===== config.mk =====
export PLATFORM = sky130hd
export DESIGN_NAME = nest_intc
export DESIGN_NICKNAME = d
export VERILOG_FILES = /design/src/rtl/nest_intc_pkg.sv /design/src/rtl/nest_intc_arb.sv /design/src/rtl/nest_intc_stack.sv /design/src/rtl/nest_intc.sv
export SDC_FILE = /design/constraint.sdc
export NUM_CORES = 2
export LEC_CHECK = 0
export ABC_AREA = 0
export ABC_CLOCK_PERIOD_IN_PS = 24600
export BUFFER_PORTS_ARGS = -buffer_cell sky130_fd_sc_hd__buf_2
export CORE_MARGIN = 5
export CORE_UTILIZATION = 50
export CTS_BUF_LIST = sky130_fd_sc_hd__clkbuf_4
export DETAILED_ROUTE_END_ITERATION = 6
export HOLD_SLACK_MARGIN = 0.02
export PLACE_DENSITY = 0.68
export SLEW_MARGIN = 10
export SYNTH_ARGS = -nofsm -noshare
export SYNTH_HDL_FRONTEND = slang
export SYNTH_SLANG_ARGS = --single-unit

===== constraint.sdc =====
create_clock -name clk -period 24.6 [get_ports clk]
set_input_delay 2.46 -clock clk [delete_from_list [all_inputs] [get_ports clk]]
set_output_delay 2.46 -clock clk [all_outputs]
set_load 0.05 [all_outputs]

===== src/rtl/nest_intc_pkg.sv =====
package nest_intc_pkg;

   localparam logic [7:0] OFF_IVEC = 8'h00;
   localparam logic [7:0] OFF_FVEC = 8'h04;
   localparam logic [7:0] OFF_IEND = 8'h08;
   localparam logic [7:0] OFF_FEND = 8'h0C;
   localparam logic [7:0] OFF_DFLT = 8'h10;
   localparam logic [7:0] OFF_EN   = 8'h14;
   localparam logic [7:0] OFF_STAT = 8'h18;

   localparam int STAT_TOP_LSB = 4;
   localparam int STAT_ERR_BIT = 8;

   typedef enum logic [1:0] {
      RG_CTRL = 2'b00,
      RG_CFG  = 2'b01,
      RG_VEC  = 2'b10,
      RG_NONE = 2'b11
   } region_e;

endpackage


===== src/rtl/nest_intc_arb.sv =====
module nest_intc_arb #(
   parameter int NCH = 16,
   parameter int PW  = 3,
   localparam int CW = $clog2(NCH)
) (
   input  logic [NCH-1:0]    valid,
   input  logic [NCH*PW-1:0] pri_flat,
   output logic              any,
   output logic [CW-1:0]     idx,
   output logic [PW-1:0]     pri
);

   // Linear scan from channel 0 upward; a later channel only replaces the
   // current pick when strictly more urgent, which keeps ties on the lowest.
   always_comb begin
      any = 1'b0;
      idx = '0;
      pri = '0;
      for (int i = 0; i < NCH; i++) begin
         if (valid[i] && (!any || pri_flat[i*PW +: PW] > pri)) begin
            idx = CW'(i);
            pri = pri_flat[i*PW +: PW];
         end
         any = any | valid[i];
      end
   end

endmodule


===== src/rtl/nest_intc_stack.sv =====
module nest_intc_stack #(
   parameter int DEPTH = 8,
   parameter int PW    = 3,
   localparam int DCW  = $clog2(DEPTH + 1),
   localparam int IW   = (DEPTH > 1) ? $clog2(DEPTH) : 1
) (
   input  logic           clk,
   input  logic           rst_n,
   input  logic           push,
   input  logic           pop,
   input  logic [PW-1:0]  push_pri,
   output logic [DCW-1:0] depth,
   output logic [PW-1:0]  top,
   output logic           err_pulse
);

   localparam logic [DCW-1:0] FULL_CNT = DCW'(DEPTH);
   localparam logic [DCW-1:0] ONE      = DCW'(1);

   logic [PW-1:0]  mem [DEPTH];
   logic [DCW-1:0] cnt_q;
   logic [DCW-1:0] after_pop;
   logic [DCW-1:0] cnt_d;
   logic [DCW-1:0] top_idx;
   logic           pop_err;
   logic           push_err;
   logic           push_ok;

   always_comb begin
      pop_err   = pop && (cnt_q == '0);
      after_pop = (pop && !pop_err) ? cnt_q - ONE : cnt_q;
      push_err  = push && (after_pop == FULL_CNT);
      push_ok   = push && !push_err;
      cnt_d     = push_ok ? after_pop + ONE : after_pop;
      err_pulse = pop_err | push_err;
   end

   always_ff @(posedge clk) begin
      if (!rst_n) begin
         cnt_q <= '0;
         for (int i = 0; i < DEPTH; i++) mem[i] <= '0;
      end else begin
         cnt_q <= cnt_d;
         if (push_ok) mem[after_pop[IW-1:0]] <= push_pri;
      end
   end

   assign top_idx = cnt_q - ONE;
   assign depth   = cnt_q;
   assign top     = (cnt_q == '0) ? '0 : mem[top_idx[IW-1:0]];

endmodule


===== src/rtl/nest_intc.sv =====
module nest_intc
   import nest_intc_pkg::*;
#(
   parameter int NCH       = 16,
   parameter int NPRI      = 8,
   parameter int DW        = 32,
   parameter int AW        = 8,
   parameter int STK_DEPTH = NPRI
) (
   input  logic           clk,
   input  logic           rst_n,
   input  logic           wr_en,
   input  logic           rd_en,
   input  logic [AW-1:0]  addr,
   input  logic [DW-1:0]  wdata,
   output logic [DW-1:0]  rdata,
   input  logic [NCH-1:0] req,
   output logic           irq_o,
   output logic           fiq_o
);

   localparam int PW  = $clog2(NPRI);
   localparam int CW  = $clog2(NCH);
   localparam int DCW = $clog2(STK_DEPTH + 1);

   // ---------------- elaboration checks ----------------
   if (NCH < 2 || NCH > 16) begin : g_bad_nch
      $error("NCH must lie in 2..16");
   end
   if (NPRI < 2 || (1 << PW) != NPRI) begin : g_bad_npri
      $error("NPRI must be a power of two, at least 2");
   end
   if (AW < 8) begin : g_bad_aw
      $error("AW must be at least 8");
   end
   if (DW < STAT_ERR_BIT + 1 || DW < NCH || DW < PW + 1) begin : g_bad_dw
      $error("DW too narrow for status, enable or config fields");
   end
   if (DCW > STAT_TOP_LSB || STAT_TOP_LSB + PW > STAT_ERR_BIT) begin : g_bad_stat
      $error("status fields overlap for this stack depth or priority width");
   end
   if (STK_DEPTH < 1) begin : g_bad_depth
      $error("STK_DEPTH must be positive");
   end

   // ---------------- address decode ----------------
   region_e        region;
   logic [CW-1:0]  chan;
   logic           word_ok;
   logic [7:0]     off8;

   assign off8    = addr[7:0];
   assign region  = region_e'(addr[7:6]);
   assign chan    = addr[2 +: CW];
   assign word_ok = (addr[1:0] == 2'b00);

   // ---------------- per-channel configuration ----------------
   logic [NCH-1:0]    route_q;
   logic [NCH*PW-1:0] pri_flat;
   logic [DW-1:0]     vec_q [NCH];
   logic [NCH-1:0]    en_q;

   for (genvar c = 0; c < NCH; c++) begin : g_chan
      logic cfg_hit;
      logic vec_hit;
      assign cfg_hit = wr_en && word_ok && region == RG_CFG && chan == CW'(c);
      assign vec_hit = wr_en && word_ok && region == RG_VEC && chan == CW'(c);

      always_ff @(posedge clk) begin
         if (!rst_n) begin
            route_q[c]          <= 1'b0;
            pri_flat[c*PW +: PW] <= '0;
            vec_q[c]            <= '0;
         end else begin
            if (cfg_hit) begin
               route_q[c]          <= wdata[PW];
               pri_flat[c*PW +: PW] <= wdata[PW-1:0];
            end
            if (vec_hit) vec_q[c] <= wdata;
         end
      end
   end

   // ---------------- priority stack ----------------
   logic           stk_push;
   logic           stk_pop;
   logic [DCW-1:0] stk_depth;
   logic [PW-1:0]  stk_top;
   logic           stk_err;
   logic           stk_empty;

   assign stk_empty = (stk_depth == '0);

   // ---------------- eligibility and selection ----------------
   logic [NCH-1:0] irq_elig;
   logic [NCH-1:0] fiq_elig;
   logic           irq_any;
   logic [CW-1:0]  irq_idx;
   logic [PW-1:0]  irq_pri;
   logic           fiq_any;
   logic [CW-1:0]  fiq_idx;
   logic [PW-1:0]  fiq_pri;

   always_comb begin
      for (int i = 0; i < NCH; i++) begin
         irq_elig[i] = req[i] && en_q[i] && !route_q[i] &&
                       (stk_empty || pri_flat[i*PW +: PW] > stk_top);
         fiq_elig[i] = req[i] && en_q[i] && route_q[i];
      end
   end

   nest_intc_arb #(.NCH(NCH), .PW(PW)) u_irq_arb (
      .valid    (irq_elig),
      .pri_flat (pri_flat),
      .any      (irq_any),
      .idx      (irq_idx),
      .pri      (irq_pri)
   );

   nest_intc_arb #(.NCH(NCH), .PW(PW)) u_fiq_arb (
      .valid    (fiq_elig),
      .pri_flat (pri_flat),
      .any      (fiq_any),
      .idx      (fiq_idx),
      .pri      (fiq_pri)
   );

   // ---------------- control registers ----------------
   logic          ivec_rd;
   logic          fvec_rd;
   logic          iend_wr;
   logic          fend_wr;
   logic          fiq_take;
   logic          fiq_busy_q;
   logic          err_q;
   logic          err_clr;
   logic [DW-1:0] dflt_q;

   assign ivec_rd  = rd_en && off8 == OFF_IVEC;
   assign fvec_rd  = rd_en && off8 == OFF_FVEC;
   assign iend_wr  = wr_en && off8 == OFF_IEND;
   assign fend_wr  = wr_en && off8 == OFF_FEND;
   assign fiq_take = fvec_rd && fiq_any && !fiq_busy_q;
   assign err_clr  = wr_en && off8 == OFF_STAT && wdata[STAT_ERR_BIT];
   assign stk_push = ivec_rd && irq_any;
   assign stk_pop  = iend_wr;

   nest_intc_stack #(.DEPTH(STK_DEPTH), .PW(PW)) u_stack (
      .clk       (clk),
      .rst_n     (rst_n),
      .push      (stk_push),
      .pop       (stk_pop),
      .push_pri  (irq_pri),
      .depth     (stk_depth),
      .top       (stk_top),
      .err_pulse (stk_err)
   );

   always_ff @(posedge clk) begin
      if (!rst_n) begin
         en_q       <= '0;
         dflt_q     <= '0;
         fiq_busy_q <= 1'b0;
         err_q      <= 1'b0;
      end else begin
         if (wr_en && off8 == OFF_EN)   en_q   <= wdata[NCH-1:0];
         if (wr_en && off8 == OFF_DFLT) dflt_q <= wdata;
         if (fend_wr)       fiq_busy_q <= 1'b0;
         else if (fiq_take) fiq_busy_q <= 1'b1;
         if (stk_err)       err_q <= 1'b1;
         else if (err_clr)  err_q <= 1'b0;
      end
   end

   // ---------------- read path ----------------
   logic [DW-1:0] rd_mux;
   logic [DW-1:0] stat_word;

   always_comb begin
      stat_word = '0;
      stat_word[DCW-1:0]                 = stk_depth;
      stat_word[STAT_TOP_LSB +: PW]      = stk_top;
      stat_word[STAT_ERR_BIT]            = err_q;
   end

   always_comb begin
      rd_mux = '0;
      unique case (region)
         RG_CFG: if (word_ok && int'(chan) < NCH) begin
            rd_mux[PW]     = route_q[chan];
            rd_mux[PW-1:0] = pri_flat[chan*PW +: PW];
         end
         RG_VEC: if (word_ok && int'(chan) < NCH) rd_mux = vec_q[chan];
         RG_CTRL: begin
            case (off8)
               OFF_IVEC: rd_mux = irq_any ? vec_q[irq_idx] : dflt_q;
               OFF_FVEC: rd_mux = (fiq_any && !fiq_busy_q) ? vec_q[fiq_idx] : dflt_q;
               OFF_DFLT: rd_mux = dflt_q;
               OFF_EN:   rd_mux = DW'(en_q);
               OFF_STAT: rd_mux = stat_word;
               default:  rd_mux = '0;
            endcase
         end
         default: rd_mux = '0;
      endcase
   end

   always_ff @(posedge clk) begin
      if (!rst_n) begin
         rdata <= '0;
         irq_o <= 1'b0;
         fiq_o <= 1'b0;
      end else begin
         if (rd_en) rdata <= rd_mux;
         irq_o <= irq_any;
         fiq_o <= fiq_any && !fiq_busy_q;
      end
   end

endmodule


==> flow_metrics.env <==
export IMPL_worst_slew_pin_slew_ps=1420
export IMPL_nNetsFinal=4957
export IMPL_grt_max_degree=117
export IMPL_first_global_vias=39324
export IMPL_setup_violations=0
export IMPL_synth_fa_ha_area_frac=0.0330
export IMPL_drive_above_1_share=0.191
export IMPL_timing_final_hold_violations=0
export IMPL_finalCritPeriodShare=0.959
export IMPL_start_util=0.504
export IMPL_utilization=0.562
export IMPL_clk_pin_slew_ps=70
export IMPL_ff2ff_setup_slack_ps=1020
export IMPL_synth_cell_types=96
export IMPL_cp_required_ps=25570
export IMPL_clock_latency_ps=1110
export IMPL_yosysTopAreaCellShare=0.348
export IMPL_critPathMaxStageDelay_ps=420
export IMPL_synth_most_common_cell="nand2_1"
export IMPL_cts_tree="done"
export IMPL_min_path_cells=2
export IMPL_post_route_min_period_ps=23580
export IMPL_cp_start_kind="flip-flop"
export IMPL_path_max_fanout=8
export IMPL_min_to="dflt_q[21]$_SDFFE_PN0P_"
export IMPL_synth_seq_cells=688
export IMPL_failed_checks="DRC"
export IMPL_r2r_start="u_stack.depth[0]$_SDFF_PN0_"
export IMPL_synthArstFlopShare=0
export IMPL_rr_worst_depth=116
export IMPL_p_per_area_mw_per_mm2=50.7
export IMPL_synth_edff_count=536
export IMPL_numCtsBuffers=178
export IMPL_avgViaCountPerCell=6.78
export IMPL_drc_errors=1
export IMPL_arrival_ps=24550
export IMPL_drt_wl_total_um=181000
export IMPL_yosys_top_cells_count="nand2_1, and2_1, edfxtp_1"
export IMPL_stdcell_area_mm2=0.0516
export IMPL_post_dp_hpwl_um=105000
export IMPL_hold_buffers=0
export IMPL_vias=41928
export IMPL_num_rows=111
export IMPL_ys_seq_area_frac=0.414
export IMPL_synthSimpleGateAreaFrac=0.215
export IMPL_coreArea_mm2=0.0918
export IMPL_synthMuxAreaShare=0.134
export IMPL_syn_avg_cell_area_um2=9.83
export IMPL_place_area_mm2=0.0485
export IMPL_slew_limit_headroom=0.0521
export IMPL_drv_cap=0
export IMPL_max_freq_ghz=0.0424
export IMPL_io_buffers=93
export IMPL_drt_pass1_iter_count=7
export IMPL_synth_top_area_cell="edfxtp_1"
export IMPL_hold_start="dflt_q[21]$_SDFFE_PN0P_"
export IMPL_yosysWarnings=0
export IMPL_area_growth_pct=11.5
export IMPL_cts_root_buf="clkbuf_4"
export IMPL_synth_fp_nets=4885
export IMPL_endpoint_kind="flip-flop"
export IMPL_synth_compound_area_frac=0.163
export IMPL_antenna_found_initial=11
export IMPL_synth_top_family_by_area="simple AND/OR/NAND/NOR gates"
export IMPL_status="complete, but fails checks"
export IMPL_die_x_um=314
export IMPL_synth_area_mm2=0.0463
export IMPL_overflow=0
export IMPL_wire_per_inst_um=29.2
export IMPL_ir_drop_mv=0.0402
export IMPL_grt_usage=0.346
export IMPL_clock_path_buffers=3
export IMPL_grt_pass1_wl_um=255000
export IMPL_io_pins=94
export IMPL_dieArea_mm2=0.0987
export IMPL_cp_slowest_cell="o31a_4"
export IMPL_fin_skew_ps=85.5
export IMPL_cts_max_level=4
export IMPL_cp_common_cell="ha_1"
export IMPL_leakagePower_nw=18.1
export IMPL_synthCells=4707
export IMPL_drt_iter0_drc=6464
export IMPL_synth_xor_area_frac=0.000757
export IMPL_ant_nets=0
export IMPL_startpoint="u_stack.depth[0]$_SDFF_PN0_"
export IMPL_crit_type="reg2reg"
export IMPL_die_h_um=314
export IMPL_place_congestion=0.931
export IMPL_synthTopCellsByArea="edfxtp_1, mux4_2, and2_1"
export IMPL_finalMaxSlewViolations=0
export IMPL_cts_sink_count=688
export IMPL_r2r_end="rdata[20]$_SDFFE_PN0P_"
export IMPL_min_path_type="reg2reg"
export IMPL_synth_main_ff_cell="edfxtp_1"
## cell type report
type | count | area [µm²]
Fill cell | 7942 | 40200
Multi-Input combinational cell | 3544 | 25900
Sequential cell | 688 | 19100
Timing Repair Buffer | 284 | 2200
Clock buffer | 288 | 2160
Tap cell | 1243 | 1560
Inverter | 83 | 312
Clock inverter | 38 | 210
Antenna cell | 14 | 35.0
## metal layers
metal	track usage	part of all wire	up-vias
met4	0.196	0.068	6
met5	0	0.00023	-
met2	0.527	0.43	3317
met3	0.0988	0.14	701
li1	-	-	17763
met1	0.446	0.36	20141
## layout by cell type, fill, tap and decap left out, types with 121 or more instances in the layout
cell type	count
buf_4	167
dfxtp_1	151
nand3_1	134
nand2_1	702
mux4_2	186
nor2_1	184
mux2i_1	163
edfxtp_1	536
a211oi_1	206
nor2b_1	202
clkbuf_4	288
a21oi_1	121
and2_1	546
## stage by stage
step | setup TNS [ps] | power [mW] | std cells | hold slack, ps | setup WS, ps
2_1_floorplan | 0 | 1.49 | 4707 | 450 | 87.1
3_3_place_gp | 0 | 1.58 | 5807 | 477 | 132
3_5_place_dp | -9410 | 1.58 | 5807 | 481 | -389
4_1_cts | 0 | 2.61 | 6134 | 492 | 15.1
5_1_grt | -2300 | 2.69 | 6176 | 514 | -152
6_report | 0 | 2.61 | 6182 | 494 | 1020
## sequential cells by signal, summed over array words and instances (netlist names)
register and flops:
pri_flat 48, en_q 16, irq_o 1, err_q 1, u_stack.mem 24, vec_q 512, u_stack.depth 4, fiq_o 1
rdata 32, route_q 16, fiq_busy_q 1, dflt_q 32
## worst max path at each step
stage | end | slack, ps | cells past startpoint
detailed placement | rdata[23]$_SDFFE_PN0P_ | -390 | 106
finish | rdata[20]$_SDFFE_PN0P_ | 1020 | 116
floorplan | rdata[20]$_SDFFE_PN0P_ | 90 | 119
global route | rdata[20]$_SDFFE_PN0P_ | -150 | 117
global placement | rdata[13]$_SDFFE_PN0P_ | 130 | 109
CTS | rdata[13]$_SDFFE_PN0P_ | 20 | 114
## worst max-delay path: cells and delay by family (launching register included)
kind / cells / cell delay, ps
AND/OR/NAND/NOR: 37 / 4840
buffers and inverters: 8 / 980
multiplexers: 12 / 3750
adder cells (fa/ha/maj): 22 / 6590
AO/OA/AOI/OAI: 37 / 6970
flip-flops: 1 / 350
## power by group
group | switching (mW) | internal (mW) | total (mW) | leakage [nW]
Sequential | 0.0424 | 1.30 | 1.34 | 6.33
Combinational | 0.140 | 0.0844 | 0.224 | 10.4
Clock | 0.500 | 0.548 | 1.05 | 1.42
Total | 0.682 | 1.93 | 2.61 | 18.1
## cells by family (layout without fill, tap and decap cells)
logic type / after synthesis / in the layout
other: 0 / 14
AO/OA/AOI/OAI: 1060 / 1063
adder cells (fa/ha/maj): 123 / 123
buffers and inverters: 478 / 693
flip-flops: 688 / 688
XOR/XNOR: 4 / 4
AND/OR/NAND/NOR: 1973 / 1973
multiplexers: 381 / 381
## timing repair
| item | 4_1_cts | 5_1_grt |
|---|---|---|
| gates resized for setup | 4 | 75 |
| pin swaps | 1 | 30 |
| endpoints found under the setup margin | 31 | 56 |
| buffers inserted | 1 | 27 |
| gates cloned | 0 | 7 |
Power figures use the tool's default switching activity.
